**config.mk**
```make
export PLATFORM = sky130hd
export DESIGN_NAME = stream_stat_tap
export DESIGN_NICKNAME = d
export VERILOG_FILES = /design/src/rtl/stat_tap_pkg.sv /design/src/rtl/stat_keep_count.sv /design/src/rtl/stat_sat_counter.sv /design/src/rtl/stat_snap_serializer.sv /design/src/rtl/stream_stat_tap.sv
export SDC_FILE = /design/constraint.sdc
export NUM_CORES = 1
export LEC_CHECK = 0
export CAP_MARGIN = 25
export CORE_AREA = 2 2 136 138
export CTS_CLUSTER_DIAMETER = 120
export DETAILED_ROUTE_END_ITERATION = 8
export DIE_AREA = 0 0 138 140
export PLACE_DENSITY_LB_ADDON = 0.2
export SLEW_MARGIN = 20
export SYNTH_ARGS = -nofsm -noshare
export SYNTH_HDL_FRONTEND = slang
export SYNTH_SLANG_ARGS = --single-unit
```
**constraint.sdc**
```tcl
create_clock -name clk -period 4.5 [get_ports clk]
set_input_delay 0.675 -clock clk [delete_from_list [all_inputs] [get_ports clk]]
set_output_delay 0.675 -clock clk [all_outputs]
set_load 0.05 [all_outputs]
```
**src/rtl/stat_tap_pkg.sv**
```systemverilog
package stat_tap_pkg;
    typedef enum logic [0:0] {
        SER_IDLE = 1'b0,
        SER_SEND = 1'b1
    } ser_state_e;
endpackage

```
**src/rtl/stat_keep_count.sv**
```systemverilog
module stat_keep_count #(
    parameter int KEEP_W = 4,
    localparam int CNT_W = $clog2(KEEP_W + 1)
) (
    input  logic [KEEP_W-1:0] keep,
    input  logic              take,
    output logic [CNT_W-1:0]  ones
);
    always_comb begin
        ones = '0;
        if (take) begin
            for (int i = 0; i < KEEP_W; i++) begin
                ones = ones + CNT_W'(keep[i]);
            end
        end
    end
endmodule

```
**src/rtl/stat_sat_counter.sv**
```systemverilog
module stat_sat_counter #(
    parameter int W     = 32,
    parameter int INC_W = 3
) (
    input  logic             clk,
    input  logic             rst_n,
    input  logic             clr,
    input  logic [INC_W-1:0] inc,
    output logic [W-1:0]     cnt
);
    logic [W-1:0] base;
    logic [W:0]   sum;

    // The clear and the increment of one cycle combine: new interval starts at inc.
    always_comb begin
        base = clr ? '0 : cnt;
        sum  = {1'b0, base} + {{(W + 1 - INC_W){1'b0}}, inc};
    end

    always_ff @(posedge clk) begin
        if (!rst_n) begin
            cnt <= '0;
        end else if (sum[W]) begin
            cnt <= '1;
        end else begin
            cnt <= sum[W-1:0];
        end
    end


    sat_hold_chk: assert property (@(posedge clk) disable iff (!rst_n)
        (!clr && cnt == '1) |=> (cnt == '1));


    idle_hold_chk: assert property (@(posedge clk) disable iff (!rst_n)
        (!clr && inc == '0) |=> $stable(cnt));
endmodule

```
**src/rtl/stat_snap_serializer.sv**
```systemverilog
module stat_snap_serializer
    import stat_tap_pkg::*;
#(
    parameter int FRAME_W = 80,
    localparam int NBYTES = FRAME_W / 8,
    localparam int IDX_W  = $clog2(NBYTES)
) (
    input  logic               clk,
    input  logic               rst_n,
    input  logic               load,
    input  logic [FRAME_W-1:0] word,
    output logic [7:0]         out_data,
    output logic               out_valid,
    input  logic               out_ready,
    output logic               out_last,
    output logic               busy
);
    ser_state_e         state;
    ser_state_e         state_nx;
    logic [FRAME_W-1:0] sreg;
    logic [IDX_W-1:0]   idx;
    logic               at_end;
    logic               beat;

    assign at_end = (idx == IDX_W'(NBYTES - 1));
    assign beat   = (state == SER_SEND) && out_ready;

    // Next-state selection: load, advance, finish.
    always_comb begin
        state_nx = state;
        unique case (state)
            SER_IDLE: if (load)          state_nx = SER_SEND;
            SER_SEND: if (beat && at_end) state_nx = SER_IDLE;
            default:                     state_nx = SER_IDLE;
        endcase
    end

    always_ff @(posedge clk) begin
        if (!rst_n) begin
            state <= SER_IDLE;
        end else begin
            state <= state_nx;
        end
    end

    always_ff @(posedge clk) begin
        if (!rst_n) begin
            sreg <= '0;
            idx  <= '0;
        end else begin
            unique case (state)
                SER_IDLE: begin
                    if (load) begin
                        sreg <= word;
                        idx  <= '0;
                    end
                end
                SER_SEND: begin
                    if (beat) begin
                        sreg <= {sreg[FRAME_W-9:0], 8'h00};
                        idx  <= idx + 1'b1;
                    end
                end
                default: ;
            endcase
        end
    end

    always_comb begin
        out_valid = (state == SER_SEND);
        busy      = (state == SER_SEND);
        out_last  = (state == SER_SEND) && at_end;
        out_data  = sreg[FRAME_W-1 -: 8];
    end


    hold_stall_chk: assert property (@(posedge clk) disable iff (!rst_n)
        (out_valid && !out_ready) |=> (out_valid && $stable(out_data) && $stable(out_last)));


    finish_drop_chk: assert property (@(posedge clk) disable iff (!rst_n)
        (out_valid && out_ready && out_last) |=> !busy);


    first_not_last_chk: assert property (@(posedge clk) disable iff (!rst_n)
        $rose(out_valid) |-> !out_last);


    send_persist_chk: assert property (@(posedge clk) disable iff (!rst_n)
        (busy && !(out_ready && out_last)) |=> busy);
endmodule

```
**src/rtl/stream_stat_tap.sv**
```systemverilog
module stream_stat_tap #(
    parameter int DATA_W = 32,
    parameter int KEEP_W = DATA_W / 8,
    parameter int TAG_W  = 16,
    parameter int BCNT_W = 32,
    parameter int FCNT_W = 32
) (
    input  logic              clk,
    input  logic              rst_n,
    input  logic [KEEP_W-1:0] mon_keep,
    input  logic              mon_valid,
    input  logic              mon_ready,
    input  logic              mon_last,
    input  logic              trig,
    input  logic [TAG_W-1:0]  tag_in,
    output logic [7:0]        out_data,
    output logic              out_valid,
    input  logic              out_ready,
    output logic              out_last,
    output logic              busy
);
    localparam int FRAME_W = TAG_W + BCNT_W + FCNT_W;
    localparam int KC_W    = $clog2(KEEP_W + 1);

    logic              hs;
    logic              fire;
    logic [KC_W-1:0]   lane_ones;
    logic [BCNT_W-1:0] byte_tot;
    logic [FCNT_W-1:0] frame_tot;

    assign hs   = mon_valid && mon_ready;
    assign fire = trig && !busy;

    stat_keep_count #(.KEEP_W(KEEP_W)) u_keep (
        .keep (mon_keep),
        .take (hs),
        .ones (lane_ones)
    );

    stat_sat_counter #(.W(BCNT_W), .INC_W(KC_W)) u_bytes (
        .clk   (clk),
        .rst_n (rst_n),
        .clr   (fire),
        .inc   (lane_ones),
        .cnt   (byte_tot)
    );

    stat_sat_counter #(.W(FCNT_W), .INC_W(1)) u_frames (
        .clk   (clk),
        .rst_n (rst_n),
        .clr   (fire),
        .inc   (hs && mon_last),
        .cnt   (frame_tot)
    );

    stat_snap_serializer #(.FRAME_W(FRAME_W)) u_ser (
        .clk       (clk),
        .rst_n     (rst_n),
        .load      (fire),
        .word      ({tag_in, byte_tot, frame_tot}),
        .out_data  (out_data),
        .out_valid (out_valid),
        .out_ready (out_ready),
        .out_last  (out_last),
        .busy      (busy)
    );


    initial begin
        field_width_chk: assert ((TAG_W % 8 == 0) && (BCNT_W % 8 == 0) && (FCNT_W % 8 == 0)
                                 && FRAME_W >= 16 && BCNT_W >= KC_W);
    end


    fire_start_chk: assert property (@(posedge clk) disable iff (!rst_n)
        fire |=> (busy && out_valid));


    frame_step_chk: assert property (@(posedge clk) disable iff (!rst_n)
        (!fire && hs && mon_last && frame_tot != '1) |=> (frame_tot == $past(frame_tot) + 1'b1));


    fire_restart_chk: assert property (@(posedge clk) disable iff (!rst_n)
        (fire && !(hs && mon_last)) |=> (frame_tot == '0));
endmodule

```
Yosys cells after proc, flatten, opt, wreduce, memory -nomap -nowiden
Cells that the tools add are included.
- $mul: 0
- equality and inequality tests: 3
- $lt $le $gt $ge: 0
- $add $sub $neg: 6
- div/mod/pow operators: 0
- multiplexer cells: 14
- bitwise logic cells: 1
- reductions and logical operators: 8
- shift operators: 0
- operators by type and width (kind ; number):
    80-bit two-way mux ; 2
    80-bit one-hot mux with 2 select lines ; 1
    32-bit two-way mux ; 4
    32-bit by 1-bit adder with 33-bit output ; 1
    32-bit by 3-bit adder with 33-bit output ; 1
    4-bit two-way mux ; 2
    4-bit one-hot mux with 2 select lines ; 1
    3-bit by 1-bit adder with 3-bit output ; 2
    1-bit logical AND ; 6
    4-bit by 1-bit adder with 4-bit output, second input constant ; 1
    4-bit equality test, second input constant ; 1
    2-bit != test, second input constant ; 2
    3-bit two-way mux ; 1
    1-bit by 1-bit adder with 2-bit output ; 1
    1-bit two-way mux ; 2
    1-bit one-hot mux with 2 select lines ; 1
    2-bit AND reduction ; 1
    1-bit logical NOT ; 1
    1-bit NOT ; 1
- flip-flop bits (word level): 149
- memory bits (writable): 0
- logic and storage cells: 37
- input bits: 27
- output and inout port bits: 11
- memories: 0
- latch bits: 0
- bits in read-only memories: 0

Logic depth before layout (Yosys ltp)
- word-level depth: 6
- mapped depth: 15
- mapped depth without buffers: 13

By module
From an unflattened synthesis, not the netlist that was laid out.
- cells, all modules: 832
- area, all modules: 7990.2 µm²
- by module, submodules not included (module ; instances ; cells an instance ; area each (µm²) ; seq. area each (µm²)):
    stat_snap_serializer ; 1 ; 388 ; 4038.9 ; 1701.6
    stat_sat_counter at u_bytes ; 1 ; 217 ; 1951.9 ; 640.6
    stat_sat_counter at u_frames ; 1 ; 218 ; 1916.8 ; 640.6
    stat_keep_count ; 1 ; 6 ; 63.8 ; 0.0
    stream_stat_tap ; 1 ; 3 ; 18.8 ; 0.0

Worst setup path before layout
Ideal clock, no wire load.
- kind: reg-to-reg
- start point: register u_ser.state (netlist: u_ser.busy)
- end point: register u_bytes.cnt[24]
- data required time: 4.380 ns
- clock period less this slack: 3.829 ns
- buffers on the path: 4
- library setup time: 0.120 ns
- slack: 0.671 ns
- cell stages (with the launch flop): 14
- data arrival time: 3.709 ns
- path through: dfxtp_1 -> buf_4 -> nand2b_1 -> clkbuf_1 -> clkbuf_1 -> clkbuf_1 -> and2_1 -> ha_1 -> fa_1 -> a21oi_1 -> nor3_1 -> nand2_1 -> or2_2 -> o31a_1
- longest elaborated chain between the ends: 5
- ends and longest elaborated chain (what ; RTL line ; RTL):
    start: declaration ; stat_snap_serializer.sv:18 ; ser_state_e state;
    start signal: assignment ; stat_snap_serializer.sv:42 ; state <= state_nx;
    1-bit logical NOT ; stream_stat_tap.sv:32 ; assign fire = trig && !busy;
    1-bit logical AND ; stream_stat_tap.sv:32 ;
    32-bit two-way mux ; stat_sat_counter.sv:16 ; base = clr ? '0 : cnt;
    32-bit by 3-bit adder with 33-bit output ; stat_sat_counter.sv:17 ; sum = {1'b0, base} + {{(W + 1 - INC_W){1'b0}}, inc};
    32-bit two-way mux ; stat_sat_counter.sv:23 ; end else if (sum[W]) begin
    end signal: assignment ; stat_sat_counter.sv:26 ; cnt <= sum[W-1:0];
    end: declaration ; stat_sat_counter.sv:9 ; output logic [W-1:0] cnt
Every way passes these cells.
A chain may end at the register's enable or synchronous reset.

Final worst setup path
- start point: input port mon_keep[0]
- end point: register u_bytes.cnt[20]
- longest elaborated chain between the ends: 6
- ends and longest elaborated chain (what ; RTL line ; RTL):
    start: declaration ; stream_stat_tap.sv:10 ; input logic [KEEP_W-1:0] mon_keep,
    1-bit by 1-bit adder with 2-bit output ; stat_keep_count.sv:13 ; ones = ones + CNT_W'(keep[i]);
    3-bit by 1-bit adder with 3-bit output (2 in a row) ; stat_keep_count.sv:13 ;
    3-bit two-way mux ; stat_keep_count.sv:11 ; if (take) begin
    32-bit by 3-bit adder with 33-bit output ; stat_sat_counter.sv:17 ;
    32-bit two-way mux ; stat_sat_counter.sv:23 ;
Every way passes these cells.

==> results.tsv <==
stage	metric	value	unit
run_status	status	finished, final reports clean	
synth	most frequent cells after synthesis	dfxtp_1 (149), nor2_1 (108), nand2_1 (71)	
synth	post-synthesis sequential area ratio	42.75	%
floorplanning	Boundary Pins	38	
worst_setup_path	CP max-delay cell	nor3_1	
clock_tree	Sink Count	149	
clock_tree	CTS Hold Buffers Added	0	
floorplanning	DIE AREA	19320	sq um
layout	Final Non-Filler Cells	1043	
worst_setup_path	arrival time at the worst endpoint	4.36	ns
sta	Worst-Margin Slew	0.9143	ns
pwr	P per Cell Area	405.2	nW/um^2
layout	share of layout cells above drive strength 1	8.354	%
synth	cell taking the most area after synthesis	dfxtp_1	
layout	Nets	839	
layout	Layout area overhead	16.98	%
job	maxcap violations	0	
synth	most frequent cell after synthesis	dfxtp_1	
route	Vias per Instance	5.365	
floorplanning	Core Area	17780	sq um
route	drt first pass iters	4	
route	WL met3	574	um
sta	Slew Viols, Final	0	
worst_setup_path	worst-path fanout max	7	
place	number of port buffers	37	
route	vias	5596	
synth	area share of the largest cell type after synthesis	42.75	%
sta	fmax	250.5	MHz
sta	min Tclk post-route	3.992	ns
global_routing	vias in the first global route	5633	
route	WL met2	7939	um
sta	Fin. Hold Viols	0	
sta	Final Skew	0.01065	ns
worst_setup_path	crit-path max cell delay	0.64	ns
layout	Final Util	45.90	%
synth	FFs w/ async S/R, synth	0	%
floorplanning	die width	138	um
synth	syn_nets	828	
clock_tree	postcts setup bufs	0	
route	1st-iter DRT viols	367	
global_routing	first-pass GRT wire length	27920	um
sta	Sum Neg Setup Slack	0	ns
pwr	Pwr Total	3.307	mW
global_routing	grt ovf	0	
route	drt total wl	16560	um
route	Top Layer Used	met4	
layout	diodes inserted	0	
sta	Setup WS post-layout	0.5076	ns
clock_tree	clk_lat worst skew	0.43	ns
global_routing	largest net degree at the start of global routing	75	
min_path	Tightest Hold Check Type	flop to flop	
floorplanning	Die H	140	um
pwr	Peak VDD IR	0.0002987	V
synth	Synth area leaders	dfxtp_1 (43%), mux2i_1 (9.8%), a211oi_1 (7.3%)	
worst_setup_path	CP Class	primary input to flop	
synth	average cell area after synthesis	8.831	sq um
route	DRT met1 WL	7865	um
place	HPWL after detailed placement	11200	um
clock_tree	Reg clk slew, reported paths	0.06	ns
clock_tree	CTS H-tree depth	4	
global_routing	total track usage	17.76	%
synth	Netlist cell types	53	
route	DRC Markers	0	
synth	FF+latch count, synth	149	
worst_setup_path	CP cell instances	clkdlybuf4s50_1 -> ha_1 -> inv_1 -> fa_1 -> nor2_1 -> ha_1 -> fa_1 -> a21oi_1 -> nor3_1 -> nand2_1 -> buf_4 -> nor3_1 -> o311a_1	
worst_setup_path	Critical Path Sink Type	flop	
global_routing	initial antenna violation count	0	
floorplanning	row count	49	
sta	final-report setup violation count	0	
floorplanning	Starting Density	39.24	%
worst_setup_path	CP required	4.86	ns
clock_tree	post-cts resize count	0	
layout	fillers	1680	
sta	Tcrit/Tclk final	88.72	%
synth	Post-Synthesis Cells	790	
worst_setup_path	CP Launch Type	primary input	
route	Routed Antenna Nets	0	
synth	ys flop type	dfxtp_1	
clock_tree	CTS tree	done	
clock_tree	deepest clock path buffer count	2	
place	routability cong.	0.8528	
clock_tree	Root Buffer	clkbuf_16	
route	drt wl/cell	15.88	um
synth	Post-synth EDFFs	0	
synth	Synthesis Warnings	0	
place	total placed cells including tap cells	1011	
sta	Slew headroom	39.05	%
pwr	Leakage	2.919	nW
clock_tree	Num CTS Buffers	17	
place	post-place setup slack	0.1339	ns
synth	Post-Syn Area	6977	sq um
sta	RSZ-0062 raised after global routing	no	
sequential cells by signal, summed over array words and instances, names as in the netlist:
| register | count |
|---|---|
| u_ser.busy | 1 |
| u_frames.cnt | 32 |
| u_ser.idx | 4 |
| u_ser.sreg | 80 |
| u_bytes.cnt | 32 |
layer usage:
layer | up-vias | track usage, %
li1 | 2816 | -
met1 | 2662 | 22.46
met2 | 104 | 29.86
met3 | 14 | 4.034
met4 | 0 | 6.337
met5 | - | 0
placed cells by master, fill, tap and decap left out, types with 3 or more instances in the layout:
| cell type | count |
|---|---|
| nand2_1 | 70 |
| xor2_1 | 25 |
| a211oi_1 | 68 |
| ha_1 | 9 |
| inv_1 | 13 |
| and4_1 | 4 |
| clkdlybuf4s50_1 | 37 |
| xnor2_1 | 30 |
| o21ai_2 | 8 |
| o21ai_0 | 10 |
| buf_4 | 18 |
| nor3_1 | 10 |
| clkbuf_16 | 17 |
| nand3_1 | 19 |
| and3_1 | 11 |
| inv_6 | 3 |
| o211ai_1 | 4 |
| clkinvlp_4 | 4 |
| o21a_1 | 7 |
| nor2_1 | 108 |
| a21oi_1 | 41 |
| nand4_1 | 20 |
| mux2i_1 | 68 |
| nor4_1 | 6 |
| bufinv_16 | 5 |
| and2_1 | 8 |
| a22oi_1 | 8 |
| dfxtp_1 | 148 |
worst max-delay path, delay by kind of cell:
kind	cells	cell delay, ns
AOI/OAI and AO/OA	2	0.36
and+or+nand+nor	4	1.53
adders and majority gates	4	1.10
buffers and inverters	3	0.69
final cells by class:
cell class / count / area (sq um) / area share [%]
Sequential cell: 149 / 2987 / 36.59
Timing Repair Buffer: 55 / 505.5 / 6.193
Clock inverter: 14 / 224.0 / 2.744
Inverter: 14 / 53.80 / 0.6592
Clock buffer: 18 / 439.2 / 5.381
Tap cell: 229 / 286.5 / 3.511
Multi-Input combinational cell: 564 / 3666 / 44.92
cell families after synthesis:
logic type,Yosys count,share of synthesized area (%)
DFF,149,42.75
AOI/OAI and AO/OA,158,15.53
xor gates and xnor gates,55,6.905
muxes,68,9.756
and+or+nand+nor,272,18.02
buffers and inverters,77,4.842
adders and majority gates,11,2.188
stage by stage:
step,cell area (sq um),hold WS (ns)
floorplan,6977,0.4630
global placement,7498,0.4828
detailed placement,7498,0.4906
CTS,8162,0.4993
global route,8162,0.5243
finish,8162,0.4970
final timing paths:
| kind | start | end | cells after the start | slack, ns |
|---|---|---|---|---|
| worst min-delay path | u_ser.sreg[47]$_SDFFE_PN0P_ | u_ser.sreg[47]$_SDFFE_PN0P_ | 2 | 0.50 |
| worst max-delay path | mon_keep[0] | u_bytes.cnt[20]$_SDFF_PN0_ | 13 | 0.51 |
| worst min register to register | u_ser.sreg[47]$_SDFFE_PN0P_ | u_ser.sreg[47]$_SDFFE_PN0P_ | 2 | 0.50 |
| worst max register to register | u_ser.busy$_SDFF_PN0_ | u_bytes.cnt[20]$_SDFF_PN0_ | 9 | 1.07 |
where the power goes:
| part | leakage (nW) | switching [mW] | internal, mW |
|---|---|---|---|
| sequential | 1.22 | 0.0318 | 1.38 |
| clock | 0.310 | 0.583 | 1.00 |
| combinational | 1.39 | 0.190 | 0.121 |
| total | 2.92 | 0.804 | 2.50 |
Power figures use the tool's default switching activity.
